===== config.mk =====
export PLATFORM = sky130hd
export DESIGN_NAME = xirq_ctrl
export DESIGN_NICKNAME = d
export VERILOG_FILES = /design/src/rtl/xirq_pkg.sv /design/src/rtl/xirq_sync.sv /design/src/rtl/xirq_line.sv /design/src/rtl/xirq_regs.sv /design/src/rtl/xirq_ctrl.sv
export SDC_FILE = /design/constraint.sdc
export NUM_CORES = 1
export LEC_CHECK = 0
export BUFFER_PORTS_ARGS = -buffer_cell sky130_fd_sc_hd__buf_4
export CAP_MARGIN = 15
export CORE_UTILIZATION = 50
export DETAILED_ROUTE_END_ITERATION = 7
export GPL_TIMING_DRIVEN = 0
export PLACE_DENSITY = 0.66
export SLEW_MARGIN = 5
export SYNTH_ARGS = -nofsm -noshare
export SYNTH_HDL_FRONTEND = slang
export SYNTH_HIERARCHICAL = 1
export SYNTH_SLANG_ARGS = --single-unit

===== constraint.sdc =====
create_clock -name clk -period 3.55 [get_ports clk]
set_clock_uncertainty 0.05 [all_clocks]
set_input_delay 0.1775 -clock clk [delete_from_list [all_inputs] [get_ports clk]]
set_output_delay 0.1775 -clock clk [all_outputs]
set_load 0.005 [all_outputs]

===== src/rtl/xirq_pkg.sv =====
`timescale 1ns/1ps
package xirq_pkg;
    localparam int REG_AW = 8;
    localparam int REG_DW = 32;

    localparam logic [REG_AW-1:0] OFS_SET   = 8'h00;
    localparam logic [REG_AW-1:0] OFS_UNSET = 8'h04;
    localparam logic [REG_AW-1:0] OFS_MASK  = 8'h08;
    localparam logic [REG_AW-1:0] OFS_STAT  = 8'h0C;
    localparam logic [REG_AW-1:0] OFS_ACK   = 8'h10;
    localparam logic [REG_AW-1:0] OFS_SENSE = 8'h14;
    localparam logic [REG_AW-1:0] OFS_EDIR  = 8'h18;
    localparam logic [REG_AW-1:0] OFS_LPOL  = 8'h1C;
    localparam logic [REG_AW-1:0] OFS_NMI   = 8'h24;

    typedef enum logic {
        LINE_IDLE    = 1'b0,
        LINE_PENDING = 1'b1
    } line_state_e;
endpackage


===== src/rtl/xirq_sync.sv =====
`timescale 1ns/1ps
module xirq_sync #(
    parameter int WIDTH  = 32,
    parameter int STAGES = 2
) (
    input  logic             clk,
    input  logic             rst_n,
    input  logic [WIDTH-1:0] async_i,
    output logic [WIDTH-1:0] sync_o
);
    logic [WIDTH-1:0] pipe_q [STAGES];

    always_ff @(posedge clk or negedge rst_n) begin
        if (!rst_n) begin
            for (int s = 0; s < STAGES; s++) pipe_q[s] <= '0;
        end else begin
            pipe_q[0] <= async_i;
            for (int s = 1; s < STAGES; s++) pipe_q[s] <= pipe_q[s-1];
        end
    end

    assign sync_o = pipe_q[STAGES-1];
endmodule


===== src/rtl/xirq_line.sv =====
`timescale 1ns/1ps
module xirq_line
    import xirq_pkg::*;
(
    input  logic clk,
    input  logic rst_n,
    input  logic smp_i,
    input  logic sense_lvl_i,
    input  logic edir_rise_i,
    input  logic lpol_high_i,
    input  logic ack_i,
    output logic pending_o
);
    line_state_e state_q, state_d;
    logic prev_q;
    logic rise, fall, edge_hit, lvl_hit;

    always_ff @(posedge clk or negedge rst_n) begin
        if (!rst_n) prev_q <= 1'b0;
        else        prev_q <= smp_i;
    end

    assign rise     = smp_i & ~prev_q;
    assign fall     = ~smp_i & prev_q;
    assign edge_hit = edir_rise_i ? rise : fall;
    assign lvl_hit  = lpol_high_i ? smp_i : ~smp_i;

    always_comb begin
        state_d = state_q;
        unique case (state_q)
            LINE_IDLE: begin
                if (sense_lvl_i ? lvl_hit : edge_hit) state_d = LINE_PENDING;
            end
            LINE_PENDING: begin
                if (sense_lvl_i) begin
                    if (!lvl_hit) state_d = LINE_IDLE;
                end else if (ack_i && !edge_hit) begin
                    state_d = LINE_IDLE;
                end
            end
        endcase
    end

    always_ff @(posedge clk or negedge rst_n) begin
        if (!rst_n) state_q <= LINE_IDLE;
        else        state_q <= state_d;
    end

    always_comb begin
        pending_o = (state_q == LINE_PENDING);
    end

    a_r4_edge_arms: assert property (@(posedge clk) disable iff (!rst_n)
        (!sense_lvl_i && edge_hit) |=> pending_o);
    a_r5_edge_holds: assert property (@(posedge clk) disable iff (!rst_n)
        (!sense_lvl_i && pending_o && !ack_i) |=> pending_o);
    a_r3_ack_retires: assert property (@(posedge clk) disable iff (!rst_n)
        (!sense_lvl_i && ack_i && !edge_hit) |=> !pending_o);
    a_r6_level_tracks: assert property (@(posedge clk) disable iff (!rst_n)
        sense_lvl_i |=> (pending_o == $past(lvl_hit)));
endmodule


===== src/rtl/xirq_regs.sv =====
`timescale 1ns/1ps
module xirq_regs
    import xirq_pkg::*;
#(
    parameter int NUM_LINES = 32
) (
    input  logic                 clk,
    input  logic                 rst_n,
    input  logic                 bus_valid,
    input  logic                 bus_write,
    input  logic [REG_AW-1:0]    bus_addr,
    input  logic [REG_DW-1:0]    bus_wdata,
    output logic [REG_DW-1:0]    bus_rdata,
    input  logic [NUM_LINES-1:0] status_i,
    output logic [NUM_LINES-1:0] mask_o,
    output logic [NUM_LINES-1:0] sense_o,
    output logic [NUM_LINES-1:0] edir_o,
    output logic [NUM_LINES-1:0] lpol_o,
    output logic [NUM_LINES-1:0] ack_o,
    output logic                 nmi_en_o
);
    localparam int LW = NUM_LINES;

    logic          wr_en;
    logic [LW-1:0] wbits;
    logic [LW-1:0] mask_q, sense_q, edir_q, lpol_q;
    logic          nmi_en_q;

    assign wr_en = bus_valid & bus_write;
    assign wbits = bus_wdata[LW-1:0];

    always_ff @(posedge clk or negedge rst_n) begin
        if (!rst_n) begin
            mask_q   <= '0;
            sense_q  <= '0;
            edir_q   <= '0;
            lpol_q   <= '0;
            nmi_en_q <= 1'b0;
        end else if (wr_en) begin
            case (bus_addr)
                OFS_SET:   mask_q   <= mask_q | wbits;
                OFS_UNSET: mask_q   <= mask_q & ~wbits;
                OFS_SENSE: sense_q  <= wbits;
                OFS_EDIR:  edir_q   <= wbits;
                OFS_LPOL:  lpol_q   <= wbits;
                OFS_NMI:   nmi_en_q <= bus_wdata[0];
                default:   ;
            endcase
        end
    end

    always_comb begin
        ack_o = (wr_en && bus_addr == OFS_ACK) ? wbits : '0;
    end

    always_comb begin
        case (bus_addr)
            OFS_MASK:  bus_rdata = REG_DW'(mask_q);
            OFS_STAT:  bus_rdata = REG_DW'(status_i);
            OFS_SENSE: bus_rdata = REG_DW'(sense_q);
            OFS_EDIR:  bus_rdata = REG_DW'(edir_q);
            OFS_LPOL:  bus_rdata = REG_DW'(lpol_q);
            OFS_NMI:   bus_rdata = REG_DW'(nmi_en_q);
            default:   bus_rdata = '0;
        endcase
    end

    assign mask_o   = mask_q;
    assign sense_o  = sense_q;
    assign edir_o   = edir_q;
    assign lpol_o   = lpol_q;
    assign nmi_en_o = nmi_en_q;

    a_r2_set_raises: assert property (@(posedge clk) disable iff (!rst_n)
        (wr_en && bus_addr == OFS_SET) |=> ((mask_q & $past(wbits)) == $past(wbits)));
    a_r2_unset_lowers: assert property (@(posedge clk) disable iff (!rst_n)
        (wr_en && bus_addr == OFS_UNSET) |=> ((mask_q & $past(wbits)) == '0));
    a_r2_other_keeps: assert property (@(posedge clk) disable iff (!rst_n)
        (!wr_en) |=> $stable(mask_q));
    a_r8_nmi_write: assert property (@(posedge clk) disable iff (!rst_n)
        (wr_en && bus_addr == OFS_NMI) |=> (nmi_en_q == $past(bus_wdata[0])));
endmodule


===== src/rtl/xirq_ctrl.sv =====
`timescale 1ns/1ps
module xirq_ctrl
    import xirq_pkg::*;
#(
    parameter int NUM_LINES   = 32,
    parameter int SYNC_STAGES = 2
) (
    input  logic                 clk,
    input  logic                 rst_n,
    input  logic                 bus_valid,
    input  logic                 bus_write,
    input  logic [REG_AW-1:0]    bus_addr,
    input  logic [REG_DW-1:0]    bus_wdata,
    output logic [REG_DW-1:0]    bus_rdata,
    input  logic [NUM_LINES-1:0] ext_in,
    output logic                 cpu_irq,
    output logic                 nmi_out
);
    logic [NUM_LINES-1:0] smp, status, mask, sense, edir, lpol, ack;
    logic                 nmi_en;

    xirq_sync #(.WIDTH(NUM_LINES), .STAGES(SYNC_STAGES)) u_sync (
        .clk     (clk),
        .rst_n   (rst_n),
        .async_i (ext_in),
        .sync_o  (smp)
    );

    xirq_regs #(.NUM_LINES(NUM_LINES)) u_regs (
        .clk       (clk),
        .rst_n     (rst_n),
        .bus_valid (bus_valid),
        .bus_write (bus_write),
        .bus_addr  (bus_addr),
        .bus_wdata (bus_wdata),
        .bus_rdata (bus_rdata),
        .status_i  (status),
        .mask_o    (mask),
        .sense_o   (sense),
        .edir_o    (edir),
        .lpol_o    (lpol),
        .ack_o     (ack),
        .nmi_en_o  (nmi_en)
    );

    for (genvar i = 0; i < NUM_LINES; i++) begin : g_line
        xirq_line u_line (
            .clk         (clk),
            .rst_n       (rst_n),
            .smp_i       (smp[i]),
            .sense_lvl_i (sense[i]),
            .edir_rise_i (edir[i]),
            .lpol_high_i (lpol[i]),
            .ack_i       (ack[i]),
            .pending_o   (status[i])
        );
    end

    assign cpu_irq = |(status & mask);
    assign nmi_out = status[0] & nmi_en;

    a_r7_masked_quiet: assert property (@(posedge clk) disable iff (!rst_n)
        (mask == '0) |-> !cpu_irq);
    a_r8_nmi_gated: assert property (@(posedge clk) disable iff (!rst_n)
        (!nmi_en) |-> !nmi_out);
    a_r1_idle_after_reset: assert property (@(posedge clk)
        $rose(rst_n) |-> (status == '0 && !cpu_irq && !nmi_out));
endmodule


==> After elaboration in Yosys (flattened, before gate mapping) <==
Index checks and enable logic that the tools add are counted.
{ "op_classes": {"eq_ne": 8, "mux": 259, "bitwise": 166, "n_reduce_logical": 73} }
{ "op_table": {"columns": ["op", "count"], "rows": [
  ["$mux W1", 224],
  ["$pmux W32 S6", 1],
  ["$not A1 Y1", 96],
  ["$and A1 B1 Y1", 66],
  ["$and A32 B32 Y32", 2],
  ["$pmux W1 S2", 32],
  ["$pmux W32 S2", 1],
  ["$logic_and A1 B1 Y1", 33],
  ["$eq A8 B5 Y1 const B", 4],
  ["$logic_not A1 Y1", 32],
  ["$mux W32", 1],
  ["$not A32 Y32", 1],
  ["$or A32 B32 Y32", 1],
  ["$reduce_or A32 Y1", 1],
  ["$eq A8 B4 Y1 const B", 2],
  ["$reduce_and A2 Y1", 5],
  ["$eq A8 B3 Y1 const B", 1],
  ["$eq A8 B6 Y1 const B", 1],
  ["$logic_not A8 Y1", 1],
  ["$reduce_bool A2 Y1", 1]
]} }
{ "word_totals": {"reg_bits": 257, "input_bits": 76, "word_cells": 577} }

==> Longest topological paths before layout <==
Gate-level depths: netlist of run 1.
{ "depth": {"depth_word": 8, "mapped_depth": 8, "ltp_nobuf": 6} }

==> By module <==
The synthesis of run 1 kept the hierarchy.
{ "by_module_without_submodules": {"columns": ["mod", "instances", "cells_each", "area_each_um2", "seq_area_each_um2"], "rows": [
  ["xirq_regs", 1, 583, 7074.3, 3228.1],
  ["xirq_line", 32, 10, 97.6, 50.0],
  ["xirq_sync", 1, 96, 1841.8, 1601.5],
  ["xirq_ctrl", 1, 22, 170.2, 0.0]
]} }

==> Least setup slack after synthesis of run 1 <==
No wires, ideal clock.
{ "synth_path": {"path_type": "input -> register", "from": "input port bus_addr[2]", "to": "register u_regs.edir_q[10], in the netlist u_regs/edir_o[10]", "setup_time_ps": 125, "arrival_ps": 1815, "required_ps": 3375, "path_slack_ps": 1560, "stages": 7, "path_buffers": 4, "path_cell_list": "buf_6 > or4b_4 > buf_6 > or3_1 > buf_6 > buf_6 > mux2_4"} }
{ "synth_between": {"elab_chain_len": 2} }
{ "synth_lines": {"columns": ["item", "line", "text"], "rows": [
  ["start, declared", "xirq_ctrl.sv:12", "input logic [REG_AW-1:0] bus_addr,"],
  ["$eq A8 B5 Y1", "xirq_regs.sv:40", "case (bus_addr)"],
  ["$reduce_and A2 Y1 (no source line)", null, null],
  ["end signal, assigned", "xirq_regs.sv:44", "OFS_EDIR: edir_q <= wbits;"],
  ["end, declared", "xirq_regs.sv:26", "logic [LW-1:0] mask_q, sense_q, edir_q, lpol_q;"]
]} }
No other way between the ends.
A chain may end at the register's enable or synchronous reset.

==> Worst setup path in the final report of run 1 <==
{ "layout_path": {"from": "input port bus_addr[6]", "to": "register g_line[7].u_line.state_q"} }
{ "layout_between": {"elab_chain_len": 7} }
{ "layout_lines": {"columns": ["item", "line", "text"], "rows": [
  ["$eq A8 B5 Y1", "xirq_regs.sv:53", "ack_o = (wr_en && bus_addr == OFS_ACK) ? wbits : '0;"],
  ["$logic_and A1 B1 Y1", "xirq_regs.sv:53", null],
  ["$mux W32", "xirq_regs.sv:53", null],
  ["net ack[7]", "xirq_ctrl.sv:19", "logic [NUM_LINES-1:0] smp, status, mask, sense, edir, lpol, ack;"],
  ["$logic_and A1 B1 Y1", "xirq_line.sv:37", "end else if (ack_i && !edge_hit) begin"],
  ["$mux W1", "xirq_line.sv:37", null],
  ["$mux W1", "xirq_line.sv:35", "if (sense_lvl_i) begin"],
  ["$pmux W1 S2", "xirq_line.sv:30", "unique case (state_q)"],
  ["net g_line[7].u_line.state_d", "xirq_line.sv:14", "line_state_e state_q, state_d;"],
  ["end signal, assigned", "xirq_line.sv:46", "else state_q <= state_d;"],
  ["end, declared", "xirq_line.sv:14", null]
]} }
The timed path passes the listed nets, and every way through them passes these cells.

==> metrics.txt, run 1 <==
Routed WL per cell approximately 21 µm; antenna fix cells 0; syn avg cell area roughly 12 µm²; Chip Height 158 µm; Slew headroom 0.264; Die Wd around 160 µm; Placer Congestion roughly 0.83; top post-synthesis cells by area dfrtp_1 53%, mux2_2 6.1%, mux2i_1 5.2%; count of final max-slew check failures 0; Site Rows 56; Synth Cell Area 0.0122 mm²; Arr. time, crit path between 3 and 4 ns; Cell variety after synth 40; CP Capture Type register; period utilisation layout 0.833; Worst-Skew Late Latency 0.54 ns; Root Driver clkbuf_16; register area share after synthesis 0.527; share of flip-flops with an asynchronous set or reset 1.00; Fmax achieved around 0.34 GHz; Global Route met3 Usage 0.0329; met1 Usage GRT 0.374; Max VDD drop between 0.4 and 0.5 mV; wire length of the first global-routing pass approximately 51 mm; core area ~0.024 mm²; Initial Utilization 0.516; minimum clock period between 2 and 3 ns; Clock transition at path regs 0.06 ns; Post-synth EDFFs 0; Pleak ~6.7 nW; most frequent cells in the layout 257 x dfrtp_1, 136 x buf_4, 67 x dlygate4sd3_1; count of filler cells inserted in the layout roughly 1900; H-tree depth 1; commonest non-fill, non-tap cell in the layout dfrtp_1; Net Count, Synth 1097; CTS sink cnt between 200 and 300; post-synth top area cell dfrtp_1; TritonCTS buffer count 28; met2 Use GR 0.434; WS Path Type in2reg; Overflow after GRT 0; grt peak-use layer met2; DRC 0; Yosys reg bits 257; initial antenna violation count 0; Vias/cell between 5 and 6; Syn-to-layout area delta 23.1%; Pwr per Cell Area roughly 440 mW/mm²; clk buf depth 3; RSZ-0062 raised after global routing no; worst slew pin tran around 1.1 ns; Final Net Count ~1300; synthesized netlist cell count between 1000 and 1500; post-CTS sizing 0; max-cap violations 0; via count just over 9000; Finished Core Util 0.635; Post-CTS Setup Bufs 0; # port buffers 105; Yosys Warn Count 6; die area 0.0250 mm²; largest net degree at the start of global routing between 90 and 100; status finished, final reports clean; final setup TNS 0 ns; post-DP HPWL 22.0 mm; crit path max fanout 10; Main synth FF type dfrtp_1; Final Setup Violations 0; Total Routing Usage GR 0.267; Routed Antenna Nets 0; Synth top area share 0.527; TritonCTS clock tree done; DRT Pass-1 Iters 5; type of origin of the critical path input pin; layout cells sized above 1 0.240; initial DRC count 726; num ports 110; number of global-route vias before repair between 9000 and 10000; Worst Hold Class in2reg; final hold vios 0; Total Wirelength ~32 mm; CP required between 3 and 4 ns
==> power by group <==
part	total (mW)	internal (mW)	switching [mW]	leakage, nW
logic	0.639	0.306	0.332	3.07
registers	3.16	3.06	0.104	3.20
clock network	2.85	1.71	1.15	0.449
==> layout make-up <==
class | count | area (µm²) | share of cell area
well taps | 319 | 399 | 0.0266
multi-input cells | 633 | 5110 | 0.340
clock buffers | 39 | 803 | 0.0535
clock inverters | 9 | 95.1 | 0.00633
plain buffers | 99 | 548 | 0.0365
flip-flops and latches | 257 | 6430 | 0.428
repair buffers | 174 | 1520 | 0.101
inverters | 32 | 120 | 0.00799
==> synthesized netlist by cell type, types with 4 or more instances <==
cell type / number
buf_2: 9
o31ai_1: 32
or3_1: 4
o41ai_1: 32
o22a_1: 14
inv_1: 32
mux2_2: 66
a22o_1: 17
nor2_1: 65
a211oi_1: 32
a22oi_1: 46
nand3_1: 15
buf_6: 6
buf_4: 32
clkbuf_1: 48
and2_1: 33
mux2i_1: 64
a21oi_1: 14
o21ai_1: 32
o22ai_1: 18
mux2_4: 30
nor4b_1: 34
nand4b_1: 32
dfrtp_1: 257
buf_1: 4
nand4_1: 6
nor3b_1: 32
==> per-layer routing <==
| layer | up-vias | part of all wire | routed length (µm) |
|---|---|---|---|
| met2 | 266 | 0.46 | 14900 |
| met3 | 71 | 0.046 | 1500 |
| met4 | 0 | 0.032 | 1020 |
| li1 | 4272 | - | - |
| met5 | - | 0 | 0 |
| met1 | 4621 | 0.46 | 14800 |
==> stage by stage <==
step / hold slack, ns / cell area, µm² / setup slack [ns] / power [mW] / std cells
final: 0.101 / 15000 / 0.592 / 6.65 / 1562
after global placement: 0.236 / 13400 / 0.0785 / 3.76 / 1445
after detailed placement: 0.177 / 13500 / 0.553 / 3.79 / 1447
after floorplan: -0.168 / 12200 / 1.56 / 3.49 / 1021
after global routing: 0.123 / 15000 / 0.393 / 6.88 / 1562
after CTS: 0.0756 / 15000 / 0.625 / 6.70 / 1562
==> kinds of logic (layout without fill, tap and decap cells) <==
group                  count (synthesis)  in the layout  synth area share
AO/OA/AOI/OAI                        240            240             0.144
AND/OR/NAND/NOR                      232            232             0.124
buffers and inverters                131            353            0.0547
multiplexers                         161            161             0.151
flip-flops                           257            257             0.527
==> final timing paths <==
kind / endpoint / cells after the start / slack [ns] / from
setup / recovery: g_line[7].u_line/pending_o / 10 / 0.59 / bus_addr[6]
hold / removal: u_regs/nmi_en_o / 4 / 0.10 / bus_addr[0]
setup reg to reg: g_line[17].u_line/pending_o / 4 / 2.36 / u_sync/sync_o[17]
hold reg to reg: u_sync/sync_o[2] / 0 / 0.29 / u_sync/pipe_q[34]
max in group asynchronous: u_sync/pipe_q[44] / 3 / 2.41 / rst_n
min in group asynchronous: u_sync/sync_o[0] / 2 / 0.16 / rst_n
==> critical path, stage by stage <==
cell	delay (ns)
dlygate4sd3_1	0.53
buf_4	0.15
or3_1	0.30
clkbuf_1	0.20
nor4_1	0.82
clkbuf_1	0.59
and2_1	0.22
nor3b_1	0.05
a211oi_1	0.19
o21ai_1	0.09
==> timing repair <==
action	in CTS	in global routing
endpoints found under the hold margin	245	0
setup endpoints to repair	0	0
hold buffers	67	0
Note: power is estimated with default switching activity, not from simulation.
==> run 2, diff against run 1 <==
clock period = 3 ns   (was 3.55 ns; I/O delays follow)
==> metrics.txt, run 2 (synthesis results as in run 1) <==
Clock transition at path regs 0.06 ns (about the same); CTS sink cnt 257 (unchanged); Post-CTS Setup Bufs 0 (unchanged); worst slew pin tran 1.10 ns (+0.0136 ns); Site Rows 56 (unchanged); Worst Hold Class in2reg; commonest non-fill, non-tap cell in the layout dfrtp_1; layout cells sized above 1 0.241 (+0.00161); core area 0.0237 mm² (unchanged); Final Net Count 1301 (unchanged); Routed WL per cell 20.7 µm (+0.35%); DP Worst Slack 0.0300 ns (-0.523 ns); Initial Utilization 0.516 (unchanged); Slew headroom 0.255 (-0.00916); type of origin of the critical path input pin; Chip Height 158 µm (unchanged); max-cap violations 0 (unchanged); Routed Antenna Nets 0 (unchanged); grt peak-use layer met2; final instance area 0.0150 mm² (about the same); final hold vios 0 (unchanged); most frequent cells in the layout 257 x dfrtp_1, 136 x buf_4, 67 x dlygate4sd3_1; number of global-route vias before repair 9183 (unchanged); Root Driver clkbuf_16; WS Path Type in2out; Global Route met3 Usage 0.0329 (unchanged); minimum clock period roughly 2.8 ns; final hold slack 0.0755 ns (-0.0258 ns); Overflow after GRT 0 (unchanged); Pleak 6.73 nW (about the same); Worst-Skew Late Latency 0.54 ns (about the same); antenna fix cells 0 (unchanged); TritonCTS clock tree done; Total Wirelength 32.4 mm (+0.35%); Arr. time, crit path 2.64 ns (-0.68 ns); crit path max fanout 10 (unchanged); Placed Area 0.0135 mm² (unchanged); count of final max-slew check failures 0 (unchanged); period utilisation layout 0.946; status finished, final reports clean; Fmax achieved 0.352 GHz; RSZ-0062 raised after global routing no; met1 Usage GRT 0.374 (unchanged); Finished Core Util 0.635 (about the same); Placer Congestion 0.831 (unchanged); via count 9223 (-0.076%); Die Wd 158 µm (unchanged); largest net degree at the start of global routing 93 (unchanged); clk buf depth 3 (unchanged); num ports 110 (unchanged); Total Routing Usage GR 0.267 (unchanged); Vias/cell 5.90 (about the same); met2 Use GR 0.434 (unchanged); H-tree depth 1 (unchanged); CP required 2.80 ns (-1.11 ns); Worst Setup Slack, final 0.163 ns (-0.429 ns); # port buffers 105 (unchanged); CP Capture Type output port; wire length of the first global-routing pass 51.1 mm (unchanged); Pwr per Cell Area 523 mW/mm² (+18%); initial antenna violation count 0 (unchanged); Final Setup Violations 0 (unchanged); post-DP HPWL 22.0 mm (unchanged); DRC 0 (unchanged); initial DRC count 698 (-3.9%); Max VDD drop 0.481 mV (+18%); TritonCTS buffer count 28 (unchanged); Syn-to-layout area delta 23.2% (about the same); die area 0.0250 mm² (unchanged); DRT Pass-1 Iters 5 (unchanged)
[run 2: critical path: stages]
cell,delay (ns)
buf_4,0.11
buf_2,0.19
nor4b_1,0.65
and4b_1,0.27
buf_2,0.25
buf_1,0.55
a22o_1,0.33
buf_4,0.14
[run 2: repair_timing]
| item | in CTS | in global routing |
|---|---|---|
| setup endpoints to repair | 0 | 33 |
| endpoints found under the hold margin | 245 | 0 |
| gates resized for setup | 0 | 3 |
| hold buffers | 67 | 0 |
[run 2: report_power, final]
| group | internal [mW] | leakage, nW | switching [mW] |
|---|---|---|---|
| logic | 0.362 | 3.08 | 0.395 |
| registers | 3.62 | 3.20 | 0.123 |
| clock network | 2.02 | 0.449 | 1.35 |
| total | 6.00 | 6.73 | 1.87 |
[run 2: per-stage QoR]
step | power [mW] | TNS (ns) | instances
6_report | 7.86 | 0 | 1562
2_1_floorplan | 4.14 | 0 | 1021
3_3_place_gp | 4.45 | -107.81 | 1445
3_5_place_dp | 4.48 | 0 | 1447
5_1_grt | 8.14 | 0 | 1562
4_1_cts | 7.93 | 0 | 1562
[run 2: cell type report]
| class | instances | area [µm²] |
|---|---|---|
| buffer | 99 | 549 |
| clock buffer | 39 | 803 |
| clock inverter | 9 | 95.1 |
| fill | 1925 | 8650 |
| inverter | 32 | 120 |
| multi-input combinational | 633 | 5120 |
| sequential | 257 | 6430 |
| tap | 319 | 399 |
| timing repair buffer | 174 | 1520 |
[run 2: final timing paths]
kind                                    from                           to  slack, ns  depth (start not counted)
max                              bus_addr[3]                bus_rdata[26]       0.16                          8
min in group asynchronous              rst_n             u_sync/sync_o[0]       0.13                          2
max reg2reg                u_sync/sync_o[17]  g_line[17].u_line/pending_o       1.81                          4
min                              bus_addr[0]              u_regs/nmi_en_o       0.08                          4
max in group asynchronous              rst_n           u_regs/sense_o[22]       1.89                          3
min reg2reg                u_sync/pipe_q[34]             u_sync/sync_o[2]       0.29                          0
[run 2: per-layer routing]
| metal | up-vias | wire (µm) |
|---|---|---|
| met2 | 281 | 15100 |
| met4 | 0 | 961 |
| met3 | 67 | 1660 |
| met1 | 4609 | 14700 |
| li1 | 4266 | - |
| met5 | - | 0 |
